**config.mk**
```make
export PLATFORM = sky130hd
export DESIGN_NAME = bmdma_regs
export DESIGN_NICKNAME = d
export VERILOG_FILES = /design/src/rtl/bmdma_pkg.sv /design/src/rtl/bmdma_base_reg.sv /design/src/rtl/bmdma_cmd_ctl.sv /design/src/rtl/bmdma_stat_irq.sv /design/src/rtl/bmdma_regs.sv
export SDC_FILE = /design/constraint.sdc
export NUM_CORES = 1
export LEC_CHECK = 0
export BUFFER_PORTS_ARGS = -buffer_cell sky130_fd_sc_hd__buf_2
export CAP_MARGIN = 10
export CORE_UTILIZATION = 45
export DETAILED_ROUTE_END_ITERATION = 7
export HOLD_SLACK_MARGIN = 0.02
export PLACE_DENSITY = 0.71
export SLEW_MARGIN = 20
export SYNTH_ARGS = -nofsm -noshare
export SYNTH_HDL_FRONTEND = slang
export SYNTH_SLANG_ARGS = --single-unit
```
**constraint.sdc**
```tcl
create_clock -name clk -period 1.3 [get_ports clk]
set_clock_uncertainty 0.15 [all_clocks]
set_input_delay 0.13 -clock clk [delete_from_list [all_inputs] [get_ports clk]]
set_output_delay 0.13 -clock clk [all_outputs]
set_load 0.02 [all_outputs]
```
**src/rtl/bmdma_pkg.sv**
```systemverilog
package bmdma_pkg;
  localparam int DATA_W   = 32;
  localparam int ADDR_W   = 3;
  localparam int CMD_BIT_GO  = 0;
  localparam int CMD_BIT_DIR = 3;
  localparam logic [7:0] CMD_KEEP = 8'h09;
  localparam int ST_ACT = 0;
  localparam int ST_ERR = 1;
  localparam int ST_INT = 2;
  localparam logic [ADDR_W-1:0] OFF_CMD  = 3'd0;
  localparam logic [ADDR_W-1:0] OFF_STAT = 3'd2;

  function automatic logic [DATA_W-1:0] lane_mask(input logic [1:0] sz);
    case (sz)
      2'd0:    lane_mask = {{(DATA_W-8){1'b0}}, 8'hFF};
      2'd1:    lane_mask = {{(DATA_W-16){1'b0}}, 16'hFFFF};
      default: lane_mask = {DATA_W{1'b1}};
    endcase
  endfunction
endpackage

```
**src/rtl/bmdma_base_reg.sv**
```systemverilog
module bmdma_base_reg
  import bmdma_pkg::*;
#(
  parameter int DW = DATA_W
) (
  input  logic          clk,
  input  logic          rst,
  input  logic          wr_en,
  input  logic [1:0]    wr_off,
  input  logic [1:0]    wr_size,
  input  logic [DW-1:0] wr_data,
  input  logic [1:0]    rd_off,
  input  logic [1:0]    rd_size,
  output logic [DW-1:0] base_q,
  output logic [DW-1:0] rd_val
);
  localparam int SH_W = $clog2(DW);

  logic [SH_W-1:0] wr_sh, rd_sh;
  logic [DW-1:0]   wmask, wshift, merged;

  assign wr_sh  = SH_W'({wr_off, 3'b000});
  assign rd_sh  = SH_W'({rd_off, 3'b000});
  assign wmask  = lane_mask(wr_size) << wr_sh;
  assign wshift = wr_data << wr_sh;

  always_comb begin
    merged      = (base_q & ~wmask) | (wshift & wmask);
    merged[1:0] = 2'b00;
  end

  always_ff @(posedge clk) begin
    if (rst)        base_q <= '0;
    else if (wr_en) base_q <= merged;
  end

  assign rd_val = (base_q >> rd_sh) & lane_mask(rd_size);

  AST_BASE_LOW_ZERO: assert property (@(posedge clk) disable iff (rst)
    wr_en |=> (base_q[1:0] == 2'b00));
endmodule

```
**src/rtl/bmdma_cmd_ctl.sv**
```systemverilog
module bmdma_cmd_ctl
  import bmdma_pkg::*;
#(
  parameter int DW = DATA_W
) (
  input  logic          clk,
  input  logic          rst,
  input  logic          cmd_wr,
  input  logic [7:0]    cmd_wdata,
  input  logic [DW-1:0] base,
  input  logic          eng_busy,
  input  logic          eng_done,
  output logic [7:0]    cmd_q,
  output logic          active,
  output logic          eng_start,
  output logic          eng_stop,
  output logic [DW-1:0] ptr
);
  logic go_on, go_off;

  assign go_on  = cmd_wr &  cmd_wdata[CMD_BIT_GO] & ~cmd_q[CMD_BIT_GO];
  assign go_off = cmd_wr & ~cmd_wdata[CMD_BIT_GO] &  cmd_q[CMD_BIT_GO];

  always_ff @(posedge clk) begin
    if (rst) begin
      cmd_q     <= '0;
      active    <= 1'b0;
      eng_start <= 1'b0;
      eng_stop  <= 1'b0;
      ptr       <= '0;
    end else begin
      eng_start <= 1'b0;
      eng_stop  <= 1'b0;
      if (cmd_wr) cmd_q <= cmd_wdata & CMD_KEEP;
      if (go_on) begin
        ptr <= base;
        if (!active) begin
          active    <= 1'b1;
          eng_start <= 1'b1;
        end
      end else if (go_off) begin
        eng_stop <= 1'b1;
        if (!eng_busy) active <= 1'b0;
      end
      if (eng_done && active) active <= 1'b0;
    end
  end

  AST_START_WITH_GO: assert property (@(posedge clk) disable iff (rst)
    eng_start |-> (cmd_q[CMD_BIT_GO] && active));
  AST_START_PTR_LOADED: assert property (@(posedge clk) disable iff (rst)
    $rose(eng_start) |-> (ptr == $past(base)));
  AST_NO_PULSE_SAME_GO: assert property (@(posedge clk) disable iff (rst)
    (cmd_wr && (cmd_wdata[CMD_BIT_GO] == cmd_q[CMD_BIT_GO])) |=> (!eng_start && !eng_stop));
  AST_HOLD_WHILE_BUSY: assert property (@(posedge clk) disable iff (rst)
    (active && eng_busy && !eng_done) |=> active);
  AST_DONE_DROPS_ACT: assert property (@(posedge clk) disable iff (rst)
    (active && eng_done) |=> !active);
endmodule

```
**src/rtl/bmdma_stat_irq.sv**
```systemverilog
module bmdma_stat_irq
  import bmdma_pkg::*;
(
  input  logic       clk,
  input  logic       rst,
  input  logic       stat_wr,
  input  logic [2:1] stat_w1c,
  input  logic       eng_done,
  input  logic       eng_err,
  input  logic       active,
  input  logic       irq_in,
  output logic       irq_out,
  output logic [7:0] stat_byte
);
  logic err_q, int_q, irq_rise;

  assign irq_rise = irq_in & ~irq_out;

  always_ff @(posedge clk) begin
    if (rst) begin
      err_q   <= 1'b0;
      int_q   <= 1'b0;
      irq_out <= 1'b0;
    end else begin
      irq_out <= irq_in;
      if (eng_done && eng_err)       err_q <= 1'b1;
      else if (stat_wr && stat_w1c[ST_ERR]) err_q <= 1'b0;
      if (irq_rise)                  int_q <= 1'b1;
      else if (stat_wr && stat_w1c[ST_INT]) int_q <= 1'b0;
    end
  end

  always_comb begin
    stat_byte         = '0;
    stat_byte[ST_ACT] = active;
    stat_byte[ST_ERR] = err_q;
    stat_byte[ST_INT] = int_q;
  end

  AST_IRQ_RISE_LATCH: assert property (@(posedge clk) disable iff (rst)
    (irq_in && !irq_out) |=> (irq_out && int_q));
  AST_ERR_ON_FAIL: assert property (@(posedge clk) disable iff (rst)
    (eng_done && eng_err) |=> err_q);
endmodule

```
**src/rtl/bmdma_regs.sv**
```systemverilog
module bmdma_regs
  import bmdma_pkg::*;
(
  input  logic                clk,
  input  logic                rst,
  input  logic                reg_wr,
  input  logic                reg_rd,
  input  logic [ADDR_W-1:0]   reg_addr,
  input  logic [1:0]          reg_size,
  input  logic [DATA_W-1:0]   reg_wdata,
  output logic [DATA_W-1:0]   reg_rdata,
  input  logic                eng_busy,
  input  logic                eng_done,
  input  logic                eng_err,
  output logic                eng_start,
  output logic                eng_stop,
  output logic [DATA_W-1:0]   eng_ptr,
  output logic                eng_dir,
  input  logic                irq_in,
  output logic                irq_out
);
  logic              cmd_wr, stat_wr, base_wr, active;
  logic [7:0]        cmd_q, stat_byte;
  logic [DATA_W-1:0] base_q, base_rd;

  assign cmd_wr  = reg_wr && (reg_addr == OFF_CMD);
  assign stat_wr = reg_wr && (reg_addr == OFF_STAT);
  assign base_wr = reg_wr && reg_addr[2];

  bmdma_base_reg #(.DW(DATA_W)) u_base (
    .clk(clk), .rst(rst), .wr_en(base_wr), .wr_off(reg_addr[1:0]),
    .wr_size(reg_size), .wr_data(reg_wdata), .rd_off(reg_addr[1:0]),
    .rd_size(reg_size), .base_q(base_q), .rd_val(base_rd)
  );

  bmdma_cmd_ctl #(.DW(DATA_W)) u_cmd (
    .clk(clk), .rst(rst), .cmd_wr(cmd_wr), .cmd_wdata(reg_wdata[7:0]),
    .base(base_q), .eng_busy(eng_busy), .eng_done(eng_done),
    .cmd_q(cmd_q), .active(active), .eng_start(eng_start),
    .eng_stop(eng_stop), .ptr(eng_ptr)
  );

  bmdma_stat_irq u_stat (
    .clk(clk), .rst(rst), .stat_wr(stat_wr), .stat_w1c(reg_wdata[2:1]),
    .eng_done(eng_done), .eng_err(eng_err), .active(active),
    .irq_in(irq_in), .irq_out(irq_out), .stat_byte(stat_byte)
  );

  assign eng_dir = cmd_q[CMD_BIT_DIR];

  always_ff @(posedge clk) begin
    if (rst) begin
      reg_rdata <= '0;
    end else if (reg_rd) begin
      if (reg_addr[2])              reg_rdata <= base_rd;
      else if (reg_addr == OFF_CMD)  reg_rdata <= {{(DATA_W-8){1'b0}}, cmd_q};
      else if (reg_addr == OFF_STAT) reg_rdata <= {{(DATA_W-8){1'b0}}, stat_byte};
      else                           reg_rdata <= '0;
    end
  end

  AST_PTR_ALIGNED: assert property (@(posedge clk) disable iff (rst)
    eng_ptr[1:0] == 2'b00);
  AST_RDATA_HELD: assert property (@(posedge clk) disable iff (rst)
    !reg_rd |=> $stable(reg_rdata));
endmodule

```
# Word level (Yosys, flattened, before mapping)

Cells that the tools add are included.

Input port bits: 45
Output and inout port bits: 68
Logic and storage cells: 59
Register bits after elaboration: 100

Shift operators: 3
Reduce and logical (&&, ||, !) cells: 16
Mux-type cells: 13
Bitwise gates (word level): 14
Equal/unequal tests: 3

Operators by type and width:

| cell               | count |
|---|---|
| $and 32x32->32     | 3 |
| $pmux 32 s2        | 1 |
| $shl 32x5->32      | 2 |
| $mux 32            | 1 |
| $not 32->32        | 1 |
| $or 32x32->32      | 1 |
| $shr 32x5->32      | 1 |
| $mux 1             | 9 |
| $logic_and 1x1->1  | 7 |
| $reduce_bool 2->1  | 3 |
| $reduce_or 2->1    | 3 |
| $and 1x1->1        | 5 |
| $mux 4             | 1 |
| $not 1->1          | 4 |
| $eq 3x2->1 const B | 1 |
| $logic_not 3->1    | 1 |
| $mux 3             | 1 |
| $eq 2x1->1 const B | 1 |
| $logic_not 2->1    | 1 |
| $ne 2x1->1 const B | 1 |
| $reduce_and 2->1   | 1 |

# Depth between registers and ports, before layout

Gate-level depths: netlist (run 1).

Word-level depth: 6
Gate-level depth with buffers: 6
Mapped depth without buffers: 3

# Hierarchy

Synthesis (run 1) repeated with hierarchy kept, for this count alone.

Cells, all modules: 561
Area, all modules: 5298.8 um2

By module, submodules not included:

| module         | times used | cells an instance | seq. area each (um2) | area each (um2) |
|---|---|---|---|---|
| bmdma_base_reg | 1          | 244               | 600.6                | 2185.8 |
| bmdma_regs     | 1          | 164               | 640.6                | 1480.2 |
| bmdma_cmd_ctl  | 1          | 134               | 740.7                | 1455.1 |
| bmdma_stat_irq | 1          | 19                | 60.1                 | 177.7 |

# Worst setup path before layout (run 1)

OpenSTA, ideal clock, no wires.

Kind: input-to-reg
From: input reg_addr[2]
To: register u_cmd.ptr[10]
Setup time: 132 ps
Arrival: 1158 ps
Stages on the path: 5
Setup slack: -140 ps
Required time: 1018 ps
Cell sequence: or4b_1 > clkbuf_2 > clkbuf_2 > o21ai_0 > a21oi_1

Longest elaborated chain between the ends: 4

RTL lines:

| what                      | RTL line            | source |
|---|---|---|
| start: declaration        | bmdma_regs.sv:8     | `input logic [ADDR_W-1:0] reg_addr,` |
| $logic_not 3->1           | bmdma_regs.sv:26    | `assign cmd_wr = reg_wr && (reg_addr == OFF_CMD);` |
| $logic_and 1x1->1         | bmdma_regs.sv:26    |  |
| $and 1x1->1 (2 in series) | bmdma_cmd_ctl.sv:21 | `assign go_on = cmd_wr & cmd_wdata[CMD_BIT_GO] & ~cmd_q[CMD_BIT_GO];` |
| end signal: assignment    | bmdma_cmd_ctl.sv:36 | `ptr <= base;` |
| end: declaration          | bmdma_cmd_ctl.sv:17 | `output logic [DW-1:0] ptr` |

No other way between the ends.
A chain may end at the register's enable or synchronous reset.

==> impl_summary.md, run 1 <==
Die
In this run the standard cell core region covers a little over 0.01 mm². The die is between 100 and 150 µm wide. The number of standard-cell rows in the floorplan is 37.

Measured along the y axis, the die boundary spans 105 µm. The I/O pin count is 113. The starting utilization of the core area is 46.5%. The floorplan step defined a die boundary enclosing 0.0111 mm².

Setup path
The required arrival time at the worst endpoint is 1410 ps. The worst setup path is launched from an input pin. The slowest stage cell on the critical path is sky130_fd_sc_hd__dlygate4sd3_1. The critical path is of the in2reg type.

The critical path goes through buf_2 > dlygate4sd3_1 > buf_4 > mux2i_1 > a2bb2oi_1 > a211oi_2. The maximum fanout count along the critical path is 3. The arrival time of data at the critical path endpoint is 1420 ps. The maximum single-stage delay on the critical path is between 500 and 600 ps.

The type of destination of the critical path is a flop.

Placed design
The number of cells in the design after placement is 779. In this run the tool buffered the top-level ports with 110 buffer cells. At the end of routability-driven placement, the weighted congestion stood at approximately 0.99. After legalization and detailed placement, the total HPWL measured 11.4 mm.

Timing
Counting I/O delays and the setup requirement, the final critical path takes around 1300 ps. Static timing analysis puts the maximum clock frequency at about 760 MHz. The number of slew-limit violations in the final report is 0. Once routing completed, OpenROAD measured the worst setup slack at -9.59 ps. Setup violations remaining at the end of the flow were counted as 1. The total count of hold-check failures in the final report is 0. The worst path uses 101% of the clock period. After routing, the total negative slack on setup checks comes to -9.59 ps.

Pwr
The leakage power of the design is around 0.0027 µW. For this design the ratio of total power to cell area is 965 mW/mm². The highest ir drop seen on vdd is 0.495 mV.

Job
The number of maximum-capacitance violations is 0.

CTS
The root buffer cell is sky130_fd_sc_hd__clkbuf_8. For the worst-skew pair, the clock arrives at the later sink with an insertion delay of 380 ps. The clock-pin transition on the worst setup and hold timing paths is between 100 and 150 ps. The H-tree was split into 3 levels. The CTS tree is built. The number of buffers on the longest clock path is 2.

CTS saw 100 sinks. The number of buffers added by the clock tree synthesis step is 9.

Routing
In the routed design, unresolved DRC markers number 1. The count of nets left with antenna violations once routing finished came out at 0. For this block, the initial DRC count from the detailed router was about 390. The total wire length after detailed routing is 15.8 mm. Dividing the detail-routed via count by the number of cells gives 5.89. After detailed routing, the average wire length per cell comes to 19.4 µm. The detailed-routing iteration count for the pre-antenna-repair pass is 8. Across all layers, the routed design uses 4793 vias.

Cells and area
0 antenna diodes ended up in the layout. The post-layout net count is 718. The filler cells instantiated in the layout total 893. Cells with a size suffix above 1 make up 38.6% of the layout. The finished layout holds slightly above 800 standard cells, fillers aside.

Registers take around 0.0020 mm². The library cell used most frequently in the layout, excluding fill and tap cells, is sky130_fd_sc_hd__buf_2. In the layout the commonest cells are 109 x sky130_fd_sc_hd__buf_2, 96 x sky130_fd_sc_hd__dfxtp_1, 69 x sky130_fd_sc_hd__a21oi_1. Compared with the post-synthesis result, the final layout area differs by 33.7%.

The area occupied by multi-input gates is roughly 0.0026 mm².

Synthesis
The number of distinct library cell variants in the gate-level netlist after synthesis is approximately 50. During synthesis, Yosys emitted a total of 0 warnings. The async set-reset flop share out of synthesis is 0%. The leading register cell type out of synthesis is sky130_fd_sc_hd__dfxtp_1. The cell area after synthesis is 0.00482 mm². The share of the synthesized area in the top cell type is roughly 42%. After synthesis the netlist holds a flip-flop and latch count of 100. After synthesis, the cell types taking the most area are sky130_fd_sc_hd__dfxtp_1 42%, sky130_fd_sc_hd__a21oi_1 7.4%, sky130_fd_sc_hd__mux2i_1 6.2%, sky130_fd_sc_hd__nand3_1 4.5%, sky130_fd_sc_hd__mux4_1 4.4%.

The synthesized instance count is 509. The count of flip-flops with a built-in enable after synthesis is 0. The mean instance size in the synthesized netlist is 9.46 µm².

The biggest area contributor in the post-synthesis netlist is sky130_fd_sc_hd__dfxtp_1. The share of the yosys chip area belonging to registers is 41.6%.

Global routing
The first global-routing pass estimated about 24 mm of wire. The via count of the first global-routing pass is 4564. The number of antenna violations at the first check in global routing is 0.

The overflow left after global routing is 0. The global routing usage summed across all routing layers is 28.4%. The largest net degree at the start of global routing is 35.

Outcome
The run finished, with violations left. The checks that failed: design-rule violations, negative setup slack.

Hold path
The type of the tightest min-delay check is in2reg.
Yosys cell counts (4+ instances only):
master	instances
sky130_fd_sc_hd__nand3b_1	11
sky130_fd_sc_hd__a211oi_1	15
sky130_fd_sc_hd__nand2_1	8
sky130_fd_sc_hd__clkbuf_1	23
sky130_fd_sc_hd__nand2b_1	14
sky130_fd_sc_hd__nor2_1	22
sky130_fd_sc_hd__buf_4	7
sky130_fd_sc_hd__a22o_1	8
sky130_fd_sc_hd__buf_2	15
sky130_fd_sc_hd__a2bb2oi_1	8
sky130_fd_sc_hd__dfxtp_1	100
sky130_fd_sc_hd__mux2i_1	30
sky130_fd_sc_hd__nand3_1	43
sky130_fd_sc_hd__mux4_1	8
sky130_fd_sc_hd__buf_6	6
sky130_fd_sc_hd__a21oi_1	71
sky130_fd_sc_hd__a31oi_1	9
sky130_fd_sc_hd__o21ai_0	40
sky130_fd_sc_hd__o2bb2ai_1	8
sky130_fd_sc_hd__nor2b_1	12
sky130_fd_sc_hd__mux2_2	11
sky130_fd_sc_hd__mux4_2	4
final timing paths:
check,cells after the start,slack [ps],from,endpoint
setup reg to reg,4,20,flop,reg_rdata[15]
hold reg to reg,2,330,reg_rdata[7],reg_rdata[7]
setup / recovery,6,-10,reg_wdata[4],flop
hold / removal,3,40,reg_wdata[12],flop
metal layers:
metal	global-route usage (%)	part of all wire, %	vias to the layer above
li1	-	-	2215
met1	36.7	41	2237
met2	46.3	46	271
met3	5.01	8.2	70
met4	12.8	4.2	0
met5	0	0	-
where the power goes:
group          leakage (µW)  switching, µW  internal, µW
combinational       0.00176            602           521
clock             0.0000974           1170           731
sequential         0.000812           57.8          3130
kinds of logic after synthesis:
kind of cell / after synthesis / share of synthesized area [%]
mux: 53 / 15.0
flops: 100 / 41.6
other cells: 1 / 0.0778
simple gates: 124 / 14.5
buf+inv: 58 / 6.80
compound gates: 173 / 22.0
stage by stage:
step / cell area (µm²) / hold slack (ps) / total power (µW) / utilization [%] / setup WS, ps
final: 6440 / 44.6 / 6210 / 62.1 / -9.59
after global routing: 6440 / 43.3 / 6430 / 62.1 / -41.3
after CTS: 6390 / 21.1 / 6170 / 61.6 / 4.61
after detailed placement: 6030 / 216 / 4290 / 58.1 / -284
after global placement: 6030 / 213 / 4270 / 58.1 / -239
after floorplan: 4980 / 108 / 3850 / - / -109
worst max-delay path, delay by kind of cell:
family                 cells  cell delay, ps
buffers and inverters      3             810
AO/OA/AOI/OAI              2             320
multiplexers               1             170
timing repair:
action / CTS / global route
hold endpoints to repair: 18 / 2
pin swaps: 0 / 1
gates resized for setup: 1 / 15
endpoints found under the setup margin: 1 / 25
buffers inserted: 0 / 0
hold buffers: 18 / 2
cell type report:
type / count / area share [%]
timing repair buffer: 207 / 22.9
clock inverter: 7 / 0.913
clock buffer: 9 / 1.92
tap: 136 / 2.64
inverter: 3 / 0.175
sequential: 100 / 31.2
multi-input combinational: 352 / 40.3
Note: power is estimated with default switching activity, not from simulation.
==> inputs of run 2 (changes only) <==
RECOVER_POWER = 25   (was unset)
==> run 2 against run 1 <==
Effect of this change:
- via count grew 0.29%
- final cell count unchanged
- core utilization down 0.34 points
- non-clock buffer count unchanged
- clock-buffer cell count did not move
- the flow finishes with violations (negative setup slack)
- clock power about the same
==> impl_summary.md, run 2 (same netlist as run 1, synthesis figures left out) <==
CTS
The source-to-sink clock delay at the later pin of the worst-skew pair is 370 ps (about the same). The number of buffers added by the clock tree synthesis step is 9 (unchanged). The number of buffers on the longest clock path is 2 (unchanged). The root buffer cell is sky130_fd_sc_hd__clkbuf_8. The sink count of the clock tree is 100 (unchanged). TritonCTS built the clock tree. The post-CTS repair timing setup buffer count came to 0 (unchanged). The maximum level of the CTS H-tree came to 3 (unchanged). The clock-pin transition on the worst setup and hold timing paths is 110 ps (about the same).

Placed design
The count of input and output buffers is 110 (unchanged). The half-perimeter wire length after detailed placement came to 11.4 mm (unchanged). The final weighted congestion in routability-driven placement is 0.989 (unchanged). The cell area reported after detailed placement came to 0.00603 mm² (unchanged).

Timing
The total count of hold-check failures in the final report is 0 (unchanged). The final critical path time including I/O delays and setup is 1310 ps (+2.73 ps). The worst setup slack after layout is -12.3 ps (-2.73 ps). The fmax is 762 MHz (-0.21%). The final count of negative-setup-slack endpoints is 1 (unchanged). The ratio of final minimum period to clock period is 101% (+0.21 points). The number of slew-limit violations in the final report is 0 (unchanged).

Setup path
The slowest stage cell on the critical path is sky130_fd_sc_hd__dlygate4sd3_1. By startpoint and endpoint, the worst setup path is classified as in2reg. STA classifies the critical path startpoint as an input pin. The signal on the critical path passes through buf_2 > dlygate4sd3_1 > buf_4 > mux2i_1 > a2bb2oi_1 > a211oi_2. The required arrival time at the worst endpoint is 1410 ps (about the same). STA classifies the critical path endpoint as a flop. The arrival time of data at the critical path endpoint is 1430 ps (about the same).

The maximum single-stage delay on the critical path is 550 ps (about the same). The maximum fanout count along the critical path came to 3 (unchanged).

Die
The number of standard-cell rows in the floorplan is 37 (unchanged). The die area is 0.0111 mm² (unchanged). The overall die width is 105 µm (unchanged). The vertical die dimension is 105 µm (unchanged). The I/O pin count came to 113 (unchanged). The core outline area is 0.0104 mm² (unchanged). The starting utilization of the core area is 46.5% (unchanged).

Pwr
The leakage power of the design was 0.00261 µW (-2.0%). The highest ir drop seen on vdd is 0.494 mV (about the same). The total power divided by cell area is 969 mW/mm² (+0.41%).

Global routing
The fraction of met3 tracks used by global routing was 5.01% (unchanged). The overflow left after global routing is 0 (unchanged). The met1 routing resource usage after global routing is 36.7% (unchanged).

The largest net degree at the start of global routing is 35 (unchanged). The number of antenna violations at the first check in global routing came to 0 (unchanged). The met2 routing resource usage after global routing is 46.3% (unchanged). The most crowded layer after global routing is met2. The via count of the first global-routing pass is 4564 (unchanged).

The global routing usage summed across all routing layers is 28.4% (unchanged). The first-pass GRT wire length came to 24.2 mm (unchanged).

Routing
The violation count after the first detailed-route iteration came to 392 (+1.6%). The total wire length after detailed routing is 15.8 mm (+0.16%). The total DRC errors in the routed layout is 0 (-1). The via count is 4807 (+0.29%).

The detailed-routing iteration count for the pre-antenna-repair pass is 5 (-3). The detailed-route wire length per cell is 19.4 µm (+0.16%). The remaining antenna violation count was 0 (unchanged). The vias per cell is 5.91 (+0.29%).

Cells and area
The end-of-flow core utilization is 61.8% (-0.34 points). The number of filler instances in the final layout is 904 (+1.2%). The number of antenna diodes is 0 (unchanged). The growth of design area from synthesis to finish is 33.0%. The final standard cell area without fillers is 0.00641 mm² (-0.54%). The library cell used most frequently in the layout, excluding fill and tap cells, is sky130_fd_sc_hd__buf_2. In the layout the commonest cells are 97 x sky130_fd_sc_hd__buf_2, 96 x sky130_fd_sc_hd__dfxtp_1, 69 x sky130_fd_sc_hd__a21oi_1.

The sequential cell area in the final layout is 0.00201 mm² (unchanged). The post-layout net count came to 718 (unchanged). The area occupied by multi-input gates is 0.00260 mm² (unchanged). The fraction of layout cells with a size suffix above 1 is 36.9% (-1.8 points).

Hold path
The type of the tightest min-delay check is in2reg.

Outcome
The checks that failed: negative setup slack. The flow ran to the end, but the final reports show violations.

Job
The number of maximum-capacitance violations is 0 (unchanged).
## run 2: metrics by stage
step	TNS, ps	cells	power, µW	worst slack, ps	hold WS (ps)
floorplan	-3150	510	3850	-109	108
global placement	-15070	779	4270	-239	213
detailed placement	-17670	779	4290	-284	216
CTS	0	813	6170	4.61	21.1
global route	-46.9	814	6420	-41.4	43.3
finish	-12.3	814	6210	-12.3	37.1
## run 2: final timing paths
path	end	from	slack (ps)	cells after the start
hold / removal	flop	reg_wdata[9]	40	3
setup / recovery	flop	reg_wdata[4]	-10	6
setup reg to reg	reg_rdata[0]	flop	30	3
hold reg to reg	reg_rdata[7]	reg_rdata[7]	330	2
## run 2: final cells by class
class | count | area share, %
inverter | 3 | 0.176
clock buffer | 9 | 1.93
sequential | 100 | 31.3
clock inverter | 7 | 0.918
tap | 136 | 2.66
multi-input combinational | 352 | 40.6
timing repair buffer | 207 | 22.4
## run 2: power breakdown
| group | leakage, µW | total [µW] | internal, µW | switching, µW |
|---|---|---|---|---|
| sequential | 0.000812 | 3190 | 3130 | 57.3 |
| clock | 0.0000974 | 1900 | 731 | 1170 |
| combinational | 0.00170 | 1120 | 515 | 603 |
| total | 0.00261 | 6210 | 4380 | 1830 |
## run 2: per-layer routing
metal,vias to the layer above,routed length (µm)
met1,2278,6650
met5,-,0
li1,2213,-
met3,66,1120
met4,0,677
met2,250,7380
## run 2: what timing repair did
item                                   4_1_cts  5_1_grt
setup endpoints to repair                    1       25
pin swaps                                    0        1
hold buffers                                18        2
gates resized for setup                      1       15
endpoints found under the hold margin       18        2
gates cloned                                 0        0
## run 2: critical path, delay by kind of cell
family                 cells  cell delay (ps)
AOI/OAI and AO/OA          2              320
buffers and inverters      3              810
muxes                      1              170
